## src/rtl/bkpt_cmp.sv

```systemverilog
module bkpt_cmp #(
  parameter int AW = 16,
  parameter int DW = 16,
  parameter int CW = 32
) (
  input  logic          clk,
  input  logic          rst_n,
  input  logic          cfg_we,
  input  logic [1:0]    cfg_sel,
  input  logic [CW-1:0] cfg_wdata,
  input  logic          bus_valid,
  input  logic          bus_wr,
  input  logic [AW-1:0] bus_addr,
  input  logic [DW-1:0] bus_rdata,
  input  logic [DW-1:0] bus_wdata,
  output logic          hit,
  output logic          hit_sticky
);
  localparam logic [1:0] SEL_CTRL = 2'd0;
  localparam logic [1:0] SEL_ADDR = 2'd1;
  localparam logic [1:0] SEL_DATA = 2'd2;
  localparam logic [1:0] SEL_MASK = 2'd3;

  logic          en_q, full_q, qual_q, dir_q;
  logic [AW-1:0] addr_q;
  logic [DW-1:0] data_q, mask_q;

  wire           clr_w    = cfg_we && cfg_sel == SEL_CTRL && cfg_wdata[4];
  wire [DW-1:0]  act_data = bus_wr ? bus_wdata : bus_rdata;
  wire           addr_eq  = bus_addr == addr_q;
  wire           data_eq  = ((act_data ^ data_q) & ~mask_q) == '0;
  wire           dir_ok   = !qual_q || (bus_wr == dir_q);
  wire           match    = bus_valid && en_q && addr_eq && dir_ok && (!full_q || data_eq);

  always_ff @(posedge clk or negedge rst_n) begin
    if (!rst_n) begin
      en_q <= 1'b0; full_q <= 1'b0; qual_q <= 1'b0; dir_q <= 1'b0;
      addr_q <= '0; data_q <= '0; mask_q <= '0;
    end else if (cfg_we) begin
      case (cfg_sel)
        SEL_CTRL: {dir_q, qual_q, full_q, en_q} <= cfg_wdata[3:0];
        SEL_ADDR: addr_q <= cfg_wdata[AW-1:0];
        SEL_DATA: data_q <= cfg_wdata[DW-1:0];
        SEL_MASK: mask_q <= cfg_wdata[DW-1:0];
        default:  ;
      endcase
    end
  end

  always_ff @(posedge clk or negedge rst_n) begin
    if (!rst_n) begin
      hit        <= 1'b0;
      hit_sticky <= 1'b0;
    end else begin
      hit        <= match;
      hit_sticky <= match || (hit_sticky && !clr_w);
    end
  end

  assert_pulse_from_valid_R7: assert property (@(posedge clk) disable iff (!rst_n)
    hit |-> $past(bus_valid) && $past(en_q));

  assert_direction_qualified_R4: assert property (@(posedge clk) disable iff (!rst_n)
    hit && $past(qual_q) |-> $past(bus_wr) == $past(dir_q));

  assert_active_bus_only_R3: assert property (@(posedge clk) disable iff (!rst_n)
    hit && $past(full_q) |->
      ((($past(bus_wr) ? $past(bus_wdata) : $past(bus_rdata)) ^ $past(data_q)) & ~$past(mask_q)) == '0);

  assert_sticky_follows_hit_R8: assert property (@(posedge clk) disable iff (!rst_n)
    hit |-> hit_sticky);

  assert_sticky_clear_R8: assert property (@(posedge clk) disable iff (!rst_n)
    $past(clr_w) && !hit |-> !hit_sticky);

  assert_address_required_R2: assert property (@(posedge clk) disable iff (!rst_n)
    hit |-> $past(bus_addr) == $past(addr_q));
endmodule

```

## config.mk

```make
export PLATFORM = sky130hd
export DESIGN_NAME = bkpt_cmp
export DESIGN_NICKNAME = d
export VERILOG_FILES = /design/src/rtl/bkpt_cmp.sv
export SDC_FILE = /design/constraint.sdc
export NUM_CORES = 1
export LEC_CHECK = 0
export BUFFER_PORTS_ARGS = -buffer_cell sky130_fd_sc_hd__buf_2
export CAP_MARGIN = 20
export CORE_MARGIN = 8
export CORE_UTILIZATION = 42
export DETAILED_ROUTE_END_ITERATION = 8
export PLACE_DENSITY_LB_ADDON = 0.1
export SYNTH_ARGS = -nofsm -noshare
export SYNTH_HDL_FRONTEND = slang
export SYNTH_SLANG_ARGS = --single-unit
```

## constraint.sdc

```tcl
create_clock -name clk -period 4.1 [get_ports clk]
set_input_delay 0.41 -clock clk [delete_from_list [all_inputs] [get_ports clk]]
set_output_delay 0.41 -clock clk [all_outputs]
set_load 0.05 [all_outputs]
```

Yosys cells after proc, flatten, opt, wreduce, memory -nomap -nowiden
Cells that the tools add are included.

storage, ports and cells
  bits in registers = 54
  bits of input ports = 87
  output and inout port bits = 2
  logic and storage cells = 37

operators by class
  equality and inequality tests = 5
  mux-type cells = 1
  bitwise logic cells = 3
  reductions and logical operators = 19

operators by type and width
  operator                                                                number
  16-bit AND                                                              1
  16-bit equality test                                                    1
  16-bit zero test                                                        1
  16-bit two-way mux                                                      1
  16-bit NOT                                                              1
  16-bit bitwise XOR                                                      1
  2-bit AND reduction                                                     4
  1-bit logical AND                                                       7
  2-bit equality test (second input constant)                             2
  1-bit zero test                                                         3
  1-bit logical OR                                                        3
  2-bit by 1-bit equality test with 1-bit output (second input constant)  1
  2-bit zero test                                                         1
  1-bit equality test                                                     1

Logic depth before layout (Yosys ltp)
  depth after elaboration = 7
  depth in mapped cells = 7
  gate-level depth less buffers = 5

Worst setup path before layout
No wires, ideal clock.

  path type = input -> register
  from = input bus_wr
  to = register hit_sticky
  setup time = 0.067 ns
  arrival = 1.712 ns
  data required time = 4.033 ns
  setup slack = 2.321 ns
  cell stages on the path = 7
  path buffers = 2
  cells stage by stage = buf_6 > buf_12 > mux2i_1 > mux2i_1 > o2111ai_1 > o41ai_2 > a22o_1

on the way
  longest elaborated chain between the ends = 7
  elaborated cells between the ends (all ways) = 10
  those cells by class = eq/ne (1); mux (1); bitwise (2); reduce/logical (6)

RTL lines
  element                 RTL line  RTL
  start: declaration      12        input logic bus_wr,
  16-bit two-way mux      29        wire [DW-1:0] act_data = bus_wr ? bus_wdata : bus_rdata;
  16-bit bitwise XOR      31        wire data_eq = ((act_data ^ data_q) & ~mask_q) == '0;
  16-bit AND              31
  16-bit zero test        31
  1-bit logical OR        33        wire match = bus_valid && en_q && addr_eq && dir_ok && (!full_q || data_eq);
  1-bit logical AND (*)   33
  1-bit logical OR (*)    56        hit_sticky <= match || (hit_sticky && !clr_w);
  end signal: assignment  56
  end: declaration        17        output logic hit_sticky

Mark *: on every way between the ends. The rest lies on a longest branch, timed or not.
A chain may end at the register's enable or synchronous reset.

Worst setup path in the final report
Same ends and word-level chain as after synthesis.

==> results_dict.tcl <==
set metrics [dict create \
    coreArea_um2 6277 \
    finClkSkew_ns 0.009750 \
    nets 366 \
    htree_levels 2 \
    cp_slowest_stage_delay_ns 0.45 \
    hpwl_um 4260 \
    synth_warnings 0 \
    hold_viol 0 \
    drt_wl_total_um 5758 \
    clock_latency_ns 0.31 \
    tritoncts "done" \
    antenna_found_initial 0 \
    synth_area_um2 2709 \
    max_slew.worst_pin.slew_ns 0.9646 \
    grt_max_degree 55 \
    max_slew_margin_pct 35.50 \
    gr-total-overflow 0 \
    layout_commonest_cell "buf_2" \
    min_period_over_period_pct 47.15 \
    hold_class "input pin to async pin" \
    fp.dieW_um 96.31 \
    synth.yosys.seq_area_share_pct 49.88 \
    dieArea_um2 9276 \
    post_drt_wl_per_cell_um 16.13 \
    maxCapViolations 0 \
    place_ws_ns 1.791 \
    row_count 29 \
    period_minus_slack_ns 1.933 \
    nFillCells 586 \
    status "complete, no violations" \
    rsz0062_at_grt "no" \
    drtIter0Drc 54 \
    port_buffers 72 \
    worst_setup_path_end_kind "flop" \
    netlist_instances 204 \
    cts_resized 0 \
    clock-sinks 54 \
    postRouteAntennaNets 0 \
    clockBufferDepth 2 \
    first_pass_iters 4 \
    cp_slowest_cell "buf_2" \
    reg2regPathDepth 5 \
    setup_ws_ns 2.167 \
    cts_buffers 5 \
    crit_top_cell "mux2i_1" \
    avgSynthCellArea_um2 13.28 \
    worstPathMaxFanout 17 \
    grtUsageTotal_pct 12.53 \
    mostFrequentLayoutCells "buf_2 (72), dfrtp_1 (54), mux2_2 (52)" \
    critPathKind "input pin to flop" \
    synthDistinctLibCells 23 \
    vias 1770 \
    drive_gt1_share_pct 47.50 \
    postCtsSetupBuffers 0 \
    slew_violations 0 \
    start_util_pct 43.15 \
    drc_errors 0 \
    pwr_density_cell_nw_per_um2 398.4 \
    areaGrowthSynthToFinish_pct 18.94 \
    fmaxAchievable_ghz 0.5172 \
    grt_pass1_wl_um 8680 \
    cts_hold_buf 0 \
    finalSetupViolations 0 \
    syn-num-nets 291 \
    n_antenna_cell 0 \
    cp_cell_sequence "buf_2 -> mux2i_1 -> mux2i_1 -> o2111ai_1 -> o41ai_2 -> a22o_1" \
    die_h_um 96.31 \
    p_leak_uw 0.001519 \
    worstPathRequired_ns 4.35 \
    grt_pass1_vias 1795 \
    gp_congestion 0.6683 \
    clkTransAtPathRegs_ns 0.09 \
    cts-root-buf "clkbuf_8" \
    synth_seq_cells 54 \
    ios 89 \
    startpoint_type "input pin" \
    vias_per_cell 4.958 \
    crit_arrival_ns 2.18 \
    ir_drop_v 0.0001583 \
    setup_tns_ns 0 \
]
## registers in the layout, indices dropped and copies added, names as in the netlist
name,flops
data_q,16
full_q,1
en_q,1
hit_sticky,1
addr_q,16
dir_q,1
mask_q,16
hit,1
qual_q,1
## critical path, delay by kind of cell
kind / cells / cell delay, ns
buf+inv: 1 / 0.45
mux: 2 / 0.54
compound gates: 3 / 0.78
## cell families after synthesis
kind of cell / synth area share (%)
muxes: 31.96
buffers and inverters: 1.570
AOI/OAI and AO/OA: 2.541
and+or+nand+nor: 7.252
DFF: 49.88
xor gates and xnor gates: 6.790
## area by class of cell
type / instances / area, um2 / share of cell area (%)
clock inverters: 1 / 5.005 / 0.1553
well taps: 77 / 96.34 / 2.990
multi-input cells: 145 / 1315 / 40.82
clock buffers: 7 / 86.33 / 2.680
flip-flops and latches: 54 / 1351 / 41.94
repair buffers: 73 / 367.9 / 11.42
## path summary, 6_finish.rpt
check | start | endpoint | slack (ns)
hold reg to reg | en_q$_DFFE_PN0P_ | en_q$_DFFE_PN0P_ | 0.52
min in group clk | cfg_wdata[13] | addr_q[13]$_DFFE_PN0P_ | 0.36
max in group asynchronous | rst_n | mask_q[2]$_DFFE_PN0P_ | 3.41
setup reg to reg | data_q[4]$_DFFE_PN0P_ | hit_sticky$_DFF_PN0_ | 2.56
hold / removal | rst_n | mask_q[12]$_DFFE_PN0P_ | 0.22
setup / recovery | bus_wr | hit_sticky$_DFF_PN0_ | 2.17
## per-stage QoR
step / area, um2 / util (%) / hold slack, ns / cells / power [uW]
after CTS: 3222 / 51.33 / 0.2503 / 357 / 1298
after floorplan: 2709 / - / 0.1144 / 204 / 896.5
after global routing: 3222 / 51.33 / 0.2820 / 357 / 1352
final: 3222 / 51.33 / 0.2151 / 357 / 1284
after detailed placement: 3131 / 49.87 / 0.4947 / 349 / 995.7
after global placement: 3131 / 49.87 / 0.4898 / 349 / 986.3
## report_power, final
part / leakage, uW / internal (uW) / switching, uW
sequential: 0.000643 / 630 / 60.2
combinational: 0.000828 / 172 / 117
clock: 0.0000482 / 137 / 169
## synthesized netlist by cell type
| cell type | instances | share of area, % |
|---|---|---|
| o41ai_2 | 1 | 0.60 |
| clkbuf_1 | 3 | 0.42 |
| nand2_1 | 2 | 0.28 |
| and2b_1 | 1 | 0.28 |
| o2111ai_1 | 4 | 1.3 |
| nand3b_1 | 2 | 0.55 |
| and2_1 | 1 | 0.23 |
| buf_12 | 1 | 0.74 |
| nor2b_1 | 11 | 2.5 |
| nor3_1 | 1 | 0.18 |
| a22o_1 | 1 | 0.32 |
| nor3b_1 | 1 | 0.28 |
| buf_6 | 1 | 0.42 |
| xor2_1 | 13 | 4.2 |
| dfrtp_1 | 54 | 50 |
| mux2i_1 | 28 | 10 |
| nor4_1 | 2 | 0.46 |
| mux2_2 | 52 | 22 |
| a211o_1 | 1 | 0.32 |
| nand3_1 | 3 | 0.55 |
| xnor2_1 | 8 | 2.6 |
| nand4_1 | 1 | 0.23 |
| nor2_1 | 12 | 1.7 |
## per-layer routing
layer	vias up	global-route usage (%)	wire length, um
met1	847	16.16	2593
li1	879	-	-
met3	5	3.276	289
met2	39	20.15	2824
met5	-	0	0
met4	0	3.783	50
Note: power is estimated with default switching activity, not from simulation.
